[src/rtl/line_event_irq_pkg.sv]
package line_event_irq_pkg;

  localparam int MODE_W = 3;

  typedef enum logic [MODE_W-1:0] {
    MODE_FALL = 3'd0,
    MODE_RISE = 3'd1,
    MODE_BOTH = 3'd2,
    MODE_LOW  = 3'd3,
    MODE_HIGH = 3'd4
  } eventMode_e;

  localparam logic [7:0] OFFS_MASK_SET = 8'h20;
  localparam logic [7:0] OFFS_MASK_CLR = 8'h24;
  localparam logic [7:0] OFFS_MASK_RD  = 8'h28;
  localparam logic [7:0] OFFS_STATUS   = 8'h2C;

  typedef struct packed {
    logic setMask;
    logic clrMask;
    logic rdStatus;
    logic rdMask;
  } ctrlStrobe_t;

endpackage

[src/rtl/line_event_detect.sv]
module line_event_detect
  import line_event_irq_pkg::*;
(
  input  logic [MODE_W-1:0] modeSel,
  input  logic              levelNow,
  input  logic              levelPrev,
  output logic              hit
);
  always_comb begin
    case (modeSel)
      MODE_FALL: hit = levelPrev & ~levelNow;
      MODE_RISE: hit = ~levelPrev & levelNow;
      MODE_BOTH: hit = levelPrev ^ levelNow;
      MODE_LOW:  hit = ~levelNow;
      MODE_HIGH: hit = levelNow;
      default:   hit = 1'b0;
    endcase
  end
endmodule

[src/rtl/line_event_irq_ctrl.sv]
module line_event_irq_ctrl
  import line_event_irq_pkg::*;
#(
  parameter int ADDR_W = 8
) (
  input  logic              busWrEn,
  input  logic              busRdEn,
  input  logic [ADDR_W-1:0] busAddr,
  output ctrlStrobe_t       strobe
);
  localparam logic [ADDR_W-1:0] ADDR_SET  = ADDR_W'(OFFS_MASK_SET);
  localparam logic [ADDR_W-1:0] ADDR_CLR  = ADDR_W'(OFFS_MASK_CLR);
  localparam logic [ADDR_W-1:0] ADDR_MASK = ADDR_W'(OFFS_MASK_RD);
  localparam logic [ADDR_W-1:0] ADDR_STAT = ADDR_W'(OFFS_STATUS);

  always_comb begin
    strobe.setMask  = busWrEn && (busAddr == ADDR_SET);
    strobe.clrMask  = busWrEn && (busAddr == ADDR_CLR);
    strobe.rdStatus = busRdEn && (busAddr == ADDR_STAT);
    strobe.rdMask   = busRdEn && (busAddr == ADDR_MASK);
  end
endmodule

[src/rtl/line_event_irq_dp.sv]
module line_event_irq_dp
  import line_event_irq_pkg::*;
#(
  parameter int NUM_LINES   = 32,
  parameter int SYNC_STAGES = 2
) (
  input  logic                        clk,
  input  logic                        rstN,
  input  logic [NUM_LINES-1:0]        pinIn,
  input  logic [NUM_LINES*MODE_W-1:0] eventSel,
  input  ctrlStrobe_t                 strobe,
  input  logic [NUM_LINES-1:0]        wrData,
  output logic [NUM_LINES-1:0]        rdData,
  output logic                        irqOut,
  output logic [NUM_LINES-1:0]        statQ,
  output logic [NUM_LINES-1:0]        maskQ,
  output logic [NUM_LINES-1:0]        hitVec
);
  logic [SYNC_STAGES-1:0][NUM_LINES-1:0] syncPipe;
  logic [NUM_LINES-1:0] levelNow;
  logic [NUM_LINES-1:0] levelPrev;
  logic [NUM_LINES-1:0] statNext;

  always_ff @(posedge clk or negedge rstN) begin
    if (!rstN) begin
      syncPipe  <= '0;
      levelPrev <= '0;
    end else begin
      syncPipe  <= {syncPipe[SYNC_STAGES-2:0], pinIn};
      levelPrev <= levelNow;
    end
  end

  assign levelNow = syncPipe[SYNC_STAGES-1];

  for (genvar i = 0; i < NUM_LINES; i++) begin : g_line
    line_event_detect u_det (
      .modeSel  (eventSel[i*MODE_W +: MODE_W]),
      .levelNow (levelNow[i]),
      .levelPrev(levelPrev[i]),
      .hit      (hitVec[i])
    );
  end

  // A clearing read drops only the bits that were visible; new hits survive.
  assign statNext = (strobe.rdStatus ? '0 : statQ) | hitVec;

  always_ff @(posedge clk or negedge rstN) begin
    if (!rstN) begin
      statQ  <= '0;
      maskQ  <= '0;
      irqOut <= 1'b0;
    end else begin
      statQ  <= statNext;
      if (strobe.setMask)      maskQ <= maskQ | wrData;
      else if (strobe.clrMask) maskQ <= maskQ & ~wrData;
      irqOut <= |(statQ & maskQ);
    end
  end

  always_comb begin
    if (strobe.rdStatus)    rdData = statQ;
    else if (strobe.rdMask) rdData = maskQ;
    else                    rdData = '0;
  end
endmodule

[src/rtl/line_event_irq.sv]
module line_event_irq
  import line_event_irq_pkg::*;
#(
  parameter int NUM_LINES   = 32,
  parameter int SYNC_STAGES = 2,
  parameter int ADDR_W      = 8
) (
  input  logic                        clk,
  input  logic                        rstN,
  input  logic [NUM_LINES-1:0]        pinIn,
  input  logic [NUM_LINES*MODE_W-1:0] eventSel,
  input  logic                        busWrEn,
  input  logic                        busRdEn,
  input  logic [ADDR_W-1:0]           busAddr,
  input  logic [NUM_LINES-1:0]        busWrData,
  output logic [NUM_LINES-1:0]        busRdData,
  output logic                        irqOut
);
  ctrlStrobe_t          strobe;
  logic [NUM_LINES-1:0] statQ;
  logic [NUM_LINES-1:0] maskQ;
  logic [NUM_LINES-1:0] hitVec;

  line_event_irq_ctrl #(.ADDR_W(ADDR_W)) u_ctrl (
    .busWrEn(busWrEn),
    .busRdEn(busRdEn),
    .busAddr(busAddr),
    .strobe (strobe)
  );

  line_event_irq_dp #(.NUM_LINES(NUM_LINES), .SYNC_STAGES(SYNC_STAGES)) u_dp (
    .clk     (clk),
    .rstN    (rstN),
    .pinIn   (pinIn),
    .eventSel(eventSel),
    .strobe  (strobe),
    .wrData  (busWrData),
    .rdData  (busRdData),
    .irqOut  (irqOut),
    .statQ   (statQ),
    .maskQ   (maskQ),
    .hitVec  (hitVec)
  );
endmodule

[config.mk]
export PLATFORM = sky130hd
export DESIGN_NAME = line_event_irq
export DESIGN_NICKNAME = d
export VERILOG_FILES = /design/src/rtl/line_event_irq_pkg.sv /design/src/rtl/line_event_detect.sv /design/src/rtl/line_event_irq_ctrl.sv /design/src/rtl/line_event_irq_dp.sv /design/src/rtl/line_event_irq.sv
export SDC_FILE = /design/constraint.sdc
export NUM_CORES = 1
export LEC_CHECK = 0
export BUFFER_PORTS_ARGS = -buffer_cell sky130_fd_sc_hd__buf_2
export CORE_UTILIZATION = 55
export CTS_BUF_LIST = sky130_fd_sc_hd__clkbuf_8
export DETAILED_ROUTE_END_ITERATION = 8
export GPL_ROUTABILITY_DRIVEN = 0
export PLACE_DENSITY_LB_ADDON = 0.05
export SETUP_SLACK_MARGIN = 0.15
export SYNTH_ARGS = -nofsm -noshare
export SYNTH_HDL_FRONTEND = slang
export SYNTH_SLANG_ARGS = --single-unit
[constraint.sdc]
create_clock -name clk -period 2 [get_ports clk]
set_input_delay 0.4 -clock clk [delete_from_list [all_inputs] [get_ports clk]]
set_output_delay 0.4 -clock clk [all_outputs]
set_load 0.02 [all_outputs]
==> results of run 1 <==
[placed cells by master, fill, tap and decap left out, drive strengths merged]
cell type and instances:
buf 224, inv 165, dfrtp 161, ha 64
mux4 32, nor4 32, a221o 32, nand3 32
mux2i 32, a22o 32, clkbuf 18, a22oi 16
nand4 5, clkinvlp 5, clkinv 3, nor4b 2
diode 1, and2 1, nor2 1, and4 1
and4b 1, or4 1, bufinv 1, dlygate4sd3 1
[per-stage QoR]
step	hold WS [ps]	instance area [sq um]	setup WS, ps	util [%]
6_report	34.81	10070	-64.38	72.82
3_5_place_dp	334.7	9355	-178.3	67.66
5_1_grt	2.674	10070	-107.0	72.82
2_1_floorplan	104.4	8080	135.1	-
3_3_place_gp	331.3	9355	-127.4	67.66
4_1_cts	7.291	10050	-49.88	72.72
[worst paths after layout]
path / from / end / slack [ps] / cells after the start
setup / recovery: busAddr[6] / busRdData[15] / -60 / 7
setup reg to reg: u_dp.levelNow[21] / u_dp.statQ[21] / 340 / 5
min in group asynchronous: rstN / u_dp.levelNow[13] / 450 / 2
hold / removal: pinIn[3] / u_dp.syncPipe[3] / 30 / 1
hold reg to reg: u_dp.syncPipe[11] / u_dp.levelNow[11] / 350 / 0
max in group asynchronous: rstN / asynchronous set/reset pin / 900 / 3
[power groups by stage]
| stage | registers [W] | logic, W | clock network [W] |
|---|---|---|---|
| 6_report | 0.00349 | 0.000692 | 0.00232 |
| 5_1_grt | 0.00351 | 0.000777 | 0.00251 |
| 3_3_place_gp | 0.00355 | 0.000636 | 0 |
| 4_1_cts | 0.00349 | 0.000699 | 0.00238 |
| 3_5_place_dp | 0.00356 | 0.000683 | 0 |
| 2_1_floorplan | 0.00352 | 0.000329 | 0 |
[per-layer routing]
metal | vias up | wire length, um | global-route usage (%)
met3 | 42 | 1328 | 7.877
met1 | 2869 | 7606 | 34.33
met4 | 0 | 505 | 11.50
met2 | 201 | 9684 | 46.12
met5 | - | 0 | 0
li1 | 2646 | - | -
[kinds of logic after synthesis]
family                     count (synthesis)  share of synthesized area (%)
adders and majority gates                 64                          10.33
DFF                                      161                          51.99
muxes                                     64                          13.43
AOI/OAI and AO/OA                         80                          9.301
buffers and inverters                    181                          8.913
and+or+nand+nor                           76                          6.023
[worst max-delay path, cell delays in order]
cell	delay [ps]
buf_6	90
nor4b_4	320
and4b_4	390
buf_12	140
buf_16	100
a22o_4	110
buf_6	110
[synth_stat cells (all sizes together), types with 2 or more instances]
cell	number	share of area, %
dfrtp	161	52
clkbuf	12	0.58
nand4	5	0.40
inv	160	7.8
mux2i	32	4.1
buf	9	0.58
ha	64	10
nor4	32	2.6
nor4b	2	0.50
a22o	32	3.6
a22oi	16	1.6
nand3	32	2.1
mux4	32	9.3
a221o	32	4.1
[cell type report]
class / instances / share of cell area (%)
sequential: 161 / 40.01
antenna: 1 / 0.02485
clock buffer: 18 / 2.461
multi-input combinational: 284 / 32.84
clock inverter: 14 / 1.292
tap: 180 / 2.237
timing repair buffer: 225 / 15.16
inverter: 160 / 5.965
[what timing repair did]
action                     4_1_cts  5_1_grt
pin swaps                        3        3
setup endpoints to repair       32       32
gates resized for setup         79        1
hold buffers                     1        0
setup buffers                    2        1
cloned                           1        0
hold endpoints to repair        47        0
==> metrics.md, run 1 <==
| Metric | Value |
|---|---|
| Failing checks | setup timing |
| Mapped Cells | 626 |
| Die width | 120.7 um |
| Worst slew pin tran | 534.7 ps |
| Number of global-route vias before repair | 6107 |
| Area of the multi-input gates | 3307 sq um |
| Clk buf depth | 2 |
| DP Wirelength | 14150 um |
| Mapped Nets | 862 |
| Setup_tns | -793.2 ps |
| DIE AREA | 14570 sq um |
| Nets | 1085 |
| Max cap viols | 0 |
| Average wire per standard cell | 18.34 um |
| Via count | 5758 |
| Ratio of cells with drive above 1 in the final layout | 37.35% |
| Kind of critical path | in -> out |
| Initial core utilization | 56.04% |
| Leak Pwr | 5.337 nW |
| Largest net degree at the start of global routing | 53 |
| CP Capture Type | output pin |
| Port Buf Inserts | 204 |
| IO Count | 205 |
| Synthesis Warnings | 0 |
| Post-synthesis sequential area ratio | 51.99% |
| Synth-to-Final Area Change | 29.94% |
| Finished Layout Cells | 1043 |
| Clk sink count | 161 |
| Mapped cell area | 7749 sq um |
| Clock share of power | 35.7% |
| Worst Path Max Fanout | 4 |
| Top_reg_cell synth | dfrtp_1 |
| Worst-path clk slew | 90 ps |
| Initial DRC Count | 295 |
| Yosys cell types | 20 |
| Crit start category | input port |
| Number of fill cells in the layout | 994 |
| WP data required | 1600 ps |
| Total grt overflow | 0 |
| Sequential share of power | 53.7% |
| Maximum clock frequency | 484.4 MHz |
| P_sw | 0.001724 W |
| Int Power | 0.004778 W |
| Peak supply drop | 557.4 uV |
| Ys async rst share | 100.0% |
| Drt drc | 0 |
| Rows | 43 |
| CTS Buf Count | 17 |
| Final worst slack | -64.38 ps |
| Switching share of power | 26.51% |
| Period utilization | 103.2% |
| Total GRT Usage | 27.85% |
| Vias per cell | 5.521 |
| Placed cells | 1005 |
| Final WL | 19120 um |
| Synthesized area per cell | 12.38 sq um |
| Fin. Hold Viols | 0 |
| Number of antenna violations at the first check in global routing | 1 |
| Sequential cell area | 4029 sq um |
| Time the worst path needs with I/O delays and setup | 2064 ps |
| Die height | 120.7 um |
| CTS root buf | clkbuf_8 |
| Routed Antenna Nets | 0 |
| Comb power frac | 10.6% |
| H-Tree Depth | 4 |
| PnR Total Power | 0.006502 W |
| Pre-antenna DRT Iters | 4 |
| Unrepaired setup endpoints after global routing | yes |
| Yosys reg bits | 161 |
| Final Skew | 6.644 ps |
| HP Class | in -> reg |
| Slew Viols, Final | 0 |
| CORE AREA | 13830 sq um |
| Final Setup Violations | 28 |
| Outcome | complete, but fails checks |
| First-pass GRT wire length | 30210 um |
| CTS tree | built |
| EDFF count, synth | 0 |
| Max_slew headroom | 64.35% |
| CP arrival | 1660 ps |
| Power Density | 645.7 nW/um^2 |
| Clock Latency Late Sink | 460 ps |
Power figures use the tool's default switching activity.
==> run 2, diff against run 1 <==
--- a/config.mk
+++ b/config.mk
@@ -10,7 +10,7 @@
 export CTS_BUF_LIST = sky130_fd_sc_hd__clkbuf_8
 export DETAILED_ROUTE_END_ITERATION = 8
 export GPL_ROUTABILITY_DRIVEN = 0
-export PLACE_DENSITY_LB_ADDON = 0.05
+export PLACE_DENSITY = 0.83
 export SETUP_SLACK_MARGIN = 0.15
 export SYNTH_ARGS = -nofsm -noshare
 export SYNTH_HDL_FRONTEND = slang
==> metrics.md, run 2 (synthesis results as in run 1) <==
| Metric | Value |
|---|---|
| Routed Antenna Nets | 0 |
| Largest net degree at the start of global routing | 51 |
| Number of global-route vias before repair | 6047 |
| Final Setup Violations | 10 |
| Worst slew pin tran | 477.2 ps |
| Time the worst path needs with I/O delays and setup | 2041 ps |
| Most common cell after layout, fill and taps aside | buf_2 |
| CP arrival | 1640 ps |
| CP Capture Type | output pin |
| Nets | 1085 |
| Total GRT Usage | 27.28% |
| Initial core utilization | 56.04% |
| Met3 usage | 7.170% |
| First-pass GRT wire length | 29610 um |
| Clock Latency Late Sink | 460 ps |
| Max cap viols | 0 |
| Final worst slack | -40.86 ps |
| Rows | 43 |
| Vias per cell | 5.562 |
| DIE AREA | 14570 sq um |
| CTS Buf Count | 17 |
| HP Class | in -> reg |
| Drt drc | 0 |
| Hold_ws | 38.58 ps |
| CTS tree | built |
| Via count | 5790 |
| Unrepaired setup endpoints after global routing | yes |
| Clk buf depth | 2 |
| Clk sink count | 161 |
| CP dominant cell by count | buf_6 |
| DP Wirelength | 13960 um |
| Worst-path clk slew | 90 ps |
| Maximum clock frequency | 490.0 MHz |
| Port Buf Inserts | 204 |
| Kind of critical path | in -> out |
| Fin. Hold Viols | 0 |
| Synth-to-Final Area Change | 30.18% |
| Die width | 120.7 um |
| CTS root buf | clkbuf_8 |
| Failing checks | setup timing |
| Slew Viols, Final | 0 |
| Max_slew headroom | 68.19% |
| Final design utilization | 72.95% |
| Total grt overflow | 0 |
| Initial DRC Count | 288 |
| Final WL | 18750 um |
| CORE AREA | 13830 sq um |
| Commonest cells after routing, fill and taps aside | 169 x buf_2, 162 x inv_1, 161 x dfrtp_1 |
| Outcome | complete, but fails checks |
| Worst stage delay on the critical path | 360 ps |
| GR Layer Usage met2 | 45.55% |
| Inserted Diodes | 0 |
| Pre-antenna DRT Iters | 5 |
| Power Density | 654.5 nW/um^2 |
| Worst Path Max Fanout | 5 |
| Average wire per standard cell | 18.01 um |
| Final Skew | 14.05 ps |
| Number of antenna violations at the first check in global routing | 1 |
| Ratio of cells with drive above 1 in the final layout | 37.17% |
| WP data required | 1600 ps |
| Peak supply drop | 604.6 uV |
| Grt met1 use | 33.82% |
| Cell Chain, Critical Path | buf_6, nor4b_4, and4b_4, buf_6, buf_16, a22o_4, buf_6 |
| H-Tree Depth | 4 |
| Period utilization | 102.0% |
| Top Usage Layer GRT | met2 |
| CP max stage cell | and4b_4 |
| Leak Pwr | 5.361 nW |
| IO Count | 205 |
| Die height | 120.7 um |
| Crit start category | input port |
[run 2: layout make-up]
type	instances	area, sq um
clock buffers	19	261.5
fillers	937	3740
inverters	160	600.6
well taps	180	225.2
clock inverters	12	142.6
repair buffers	225	1513
multi-input cells	284	3316
flip-flops and latches	161	4029
[run 2: path summary, 6_finish.rpt]
kind                                    from           endpoint  slack (ps)  depth (start not counted)
setup / recovery                  busAddr[6]      busRdData[18]         -40                          7
hold / removal                     pinIn[31]  u_dp.syncPipe[31]          40                          1
setup reg to reg           u_dp.levelNow[29]     u_dp.statQ[29]         300                          5
hold reg to reg            u_dp.syncPipe[17]  u_dp.levelNow[17]         340                          0
max in group asynchronous               rstN   u_dp.syncPipe[8]         970                          3
min in group asynchronous               rstN  u_dp.levelNow[30]         460                          2
[run 2: routing by layer]
| metal | vias up | wire length, um |
|---|---|---|
| met2 | 228 | 9266 |
| met5 | - | 13 |
| li1 | 2644 | - |
| met1 | 2876 | 7812 |
| met3 | 40 | 1226 |
| met4 | 2 | 428 |
[run 2: power breakdown]
group          leakage, nW  internal, W  total [W]  switching, W
clock network        0.202      0.00128    0.00242       0.00115
registers             1.70      0.00339    0.00349      0.000101
logic                 3.46     0.000357   0.000690      0.000333
total                 5.36      0.00502    0.00660       0.00158
[run 2: timing repair]
| item | in CTS | in global routing |
|---|---|---|
| hold buffers | 1 | 0 |
| pin swaps | 5 | 4 |
| endpoints found under the hold margin | 44 | 0 |
| resized for setup | 83 | 1 |
| gates cloned | 1 | 0 |
| setup buffers | 1 | 0 |
| endpoints found under the setup margin | 32 | 32 |
[run 2: through the flow]
step / std cells / TNS (ps) / worst slack [ps] / total power, W / cell area (sq um)
2_1_floorplan: 626 / 0 / 135.1 / 0.003850 / 8080
3_3_place_gp: 1007 / -1911 / -103.1 / 0.004191 / 9358
3_5_place_dp: 1007 / -2456 / -136.9 / 0.004237 / 9358
4_1_cts: 1041 / -310.0 / -47.66 / 0.006652 / 10080
5_1_grt: 1041 / -1813 / -100.8 / 0.006903 / 10090
6_report: 1041 / -229.4 / -40.86 / 0.006602 / 10090
[run 2: worst max-delay path: cells and delay by family]
family                 cells  cell delay, ps
buffers and inverters      4             450
and+or+nand+nor            2             670
AOI/OAI and AO/OA          1             100
==> run 3, diff against run 2 <==
--- a/config.mk
+++ b/config.mk
@@ -5,12 +5,13 @@
 export SDC_FILE = /design/constraint.sdc
 export NUM_CORES = 1
 export LEC_CHECK = 0
+export ABC_AREA = 1
 export BUFFER_PORTS_ARGS = -buffer_cell sky130_fd_sc_hd__buf_2
-export CORE_UTILIZATION = 55
+export CORE_UTILIZATION = 56
 export CTS_BUF_LIST = sky130_fd_sc_hd__clkbuf_8
 export DETAILED_ROUTE_END_ITERATION = 8
 export GPL_ROUTABILITY_DRIVEN = 0
-export PLACE_DENSITY = 0.83
+export PLACE_DENSITY = 0.84
 export SETUP_SLACK_MARGIN = 0.15
 export SYNTH_ARGS = -nofsm -noshare
 export SYNTH_HDL_FRONTEND = slang
==> metrics.md, run 3 <==
| Metric | Value |
|---|---|
| Worst Path Max Fanout | 7 |
| Crit start category | input port |
| Mapped cell area | 8840 sq um |
| Mapped Nets | 1377 |
| Final design utilization | 70.78% |
| Synthesized area per cell | 7.747 sq um |
| Routed Antenna Nets | 0 |
| Synthesis Warnings | 0 |
| Maximum clock frequency | 530.0 MHz |
| Top cells by area, synth | dfrtp_1 46%, nand2_1 16%, nand3_1 12%, inv_1 9.8%, ha_1 9.1% |
| Most common cell in the netlist | nand2_1 |
| Ratio of cells with drive above 1 in the final layout | 21.25% |
| Initial core utilization | 57.72% |
| Clk buf depth | 2 |
| Slew Viols, Final | 0 |
| Power Density | 643.8 nW/um^2 |
| Rows | 45 |
| CP Capture Type | output pin |
| Sequential share of power | 50.3% |
| Fin. Hold Viols | 0 |
| Initial DRC Count | 476 |
| Number of antenna violations at the first check in global routing | 3 |
| Nets | 1597 |
| Pre-antenna DRT Iters | 6 |
| CORE AREA | 15310 sq um |
| Crit path launch | busAddr[7] |
| CP arrival | 1490 ps |
| Int Power | 0.005114 W |
| Clock Latency Late Sink | 450 ps |
| Number of global-route vias before repair | 7654 |
| EDFF count, synth | 0 |
| Die width | 127.6 um |
| Max_slew headroom | 68.88% |
| Metal1 wirelength | 8950 um |
| Leak Pwr | 6.370 nW |
| Final Setup Violations | 0 |
| Synth-to-Final Area Change | 22.63% |
| Worst slew pin tran | 466.8 ps |
| Yosys top cell by area | dfrtp_1 |
| WP data required | 1600 ps |
| CTS Buf Count | 17 |
| Met3 WL | 1672 um |
| Largest net degree at the start of global routing | 56 |
| Worst-path clk slew | 90 ps |
| Outcome | finished clean |
| Max cap viols | 0 |
| Yosys reg bits | 161 |
| Area share of the largest cell type after synthesis | 45.58% |
| Top_reg_cell synth | dfrtp_1 |
| R2r startpoint | u_dp.levelNow[18] |
| Port Buf Inserts | 204 |
| Setup_tns | 0 ps |
| IO Count | 205 |
| Ys async rst share | 100.0% |
| Clock share of power | 36.8% |
| Hold path start | pinIn[7] |
| Drt drc | 0 |
| Period utilization | 94.34% |
| Mapped Cells | 1141 |
| Kind of critical path | in -> out |
| CTS root buf | clkbuf_8 |
| DP Wirelength | 16300 um |
| Switching share of power | 26.72% |
| Total grt overflow | 0 |
| CTS tree | built |
| Top cells by count, synth | 379 x nand2_1, 231 x inv_1, 216 x nand3_1 |
| Unrepaired setup endpoints after global routing | yes |
| Total GRT Usage | 28.08% |
| Final Skew | 7.143 ps |
| P_sw | 0.001865 W |
| DIE AREA | 16290 sq um |
| Vias per cell | 5.075 |
| First-pass GRT wire length | 35230 um |
| Post-synthesis sequential area ratio | 45.58% |
| Comb power frac | 12.9% |
| Top sig layer | met4 |
| Peak supply drop | 525.6 uV |
| Die height | 127.6 um |
| Time the worst path needs with I/O delays and setup | 1887 ps |
| HP Class | in -> reg |
| Average wire per standard cell | 13.92 um |
| Commonest cells after routing, fill and taps aside | 375 x nand2_1, 232 x inv_1, 206 x nand3_1 |
| Met2 WL post-DR | 10820 um |
| Clk sink count | 161 |
| Via count | 8054 |
| Final WL | 22090 um |
| PnR Total Power | 0.006979 W |
| Most common cell after layout, fill and taps aside | nand2_1 |
| Yosys cell types | 18 |
| H-Tree Depth | 4 |
run 3: per-stage QoR:
| stage | worst slack (ps) | cell area [sq um] | hold slack [ps] | instances |
|---|---|---|---|---|
| after detailed placement | 44.27 | 10190 | 334.7 | 1546 |
| final | 113.2 | 10840 | 46.15 | 1587 |
| after floorplan | 392.5 | 8840 | 104.4 | 1141 |
| after CTS | 106.9 | 10660 | 15.06 | 1583 |
| after global routing | 47.99 | 10840 | 3.434 | 1587 |
| after global placement | 81.38 | 10190 | 331.5 | 1546 |
run 3: repair_timing:
item	CTS	global route
gates cloned	0	1
resized for setup	1	40
setup buffers	4	1
pin swaps	1	11
hold endpoints to repair	42	0
hold buffers	1	0
setup endpoints to repair	32	32
run 3: final cells by class:
cell class	instances	area [sq um]
clock inverters	15	191.4
inverters	233	874.6
repair buffers	229	1439
clock buffers	17	234.0
fillers	1238	4474
diodes	2	5.005
well taps	211	264.0
flip-flops and latches	161	4029
multi-input cells	719	3804
run 3: critical path, cell delays in order:
cell       delay, ps
buf_8            100
nor2_4           140
nand3_4          130
nor2_8           210
clkbuf_16        200
nand3_1           70
nand2_1           70
buf_2            150
run 3: path summary, 6_finish.rpt:
check                                             endpoint  slack [ps]  cells past startpoint
worst max-delay path                         busRdData[15]         110                      8
min in group asynchronous                u_dp.levelPrev[7]         440                      2
worst min register to register            u_dp.levelNow[9]         350                      0
worst min-delay path                      u_dp.syncPipe[7]          50                      1
max in group asynchronous       asynchronous set/reset pin         940                      3
worst max register to register              u_dp.statQ[18]         770                      7
run 3: power groups by stage:
stage	combinational [W]	sequential (W)	clock [W]
after global placement	0.000852	0.00356	0
final	0.000900	0.00351	0.00257
after floorplan	0.000462	0.00355	0
after CTS	0.000896	0.00351	0.00263
after detailed placement	0.000886	0.00357	0
after global routing	0.00103	0.00353	0.00278
run 3: per-layer routing:
layer | global-route usage [%] | vias to the layer above
li1 | - | 3965
met1 | 32.83 | 3730
met2 | 49.50 | 308
met3 | 6.658 | 51
met4 | 11.83 | 0
met5 | 0 | -
run 3: cell families (layout without fill, tap and decap cells):
family | Yosys count | in the layout | share of synthesized area, %
AND/OR/NAND/NOR | 655 | 655 | 33.09
other | 0 | 2 | 0
flip-flops | 161 | 161 | 45.58
adder cells (fa/ha/maj) | 64 | 64 | 9.059
buffers and inverters | 261 | 494 | 12.27
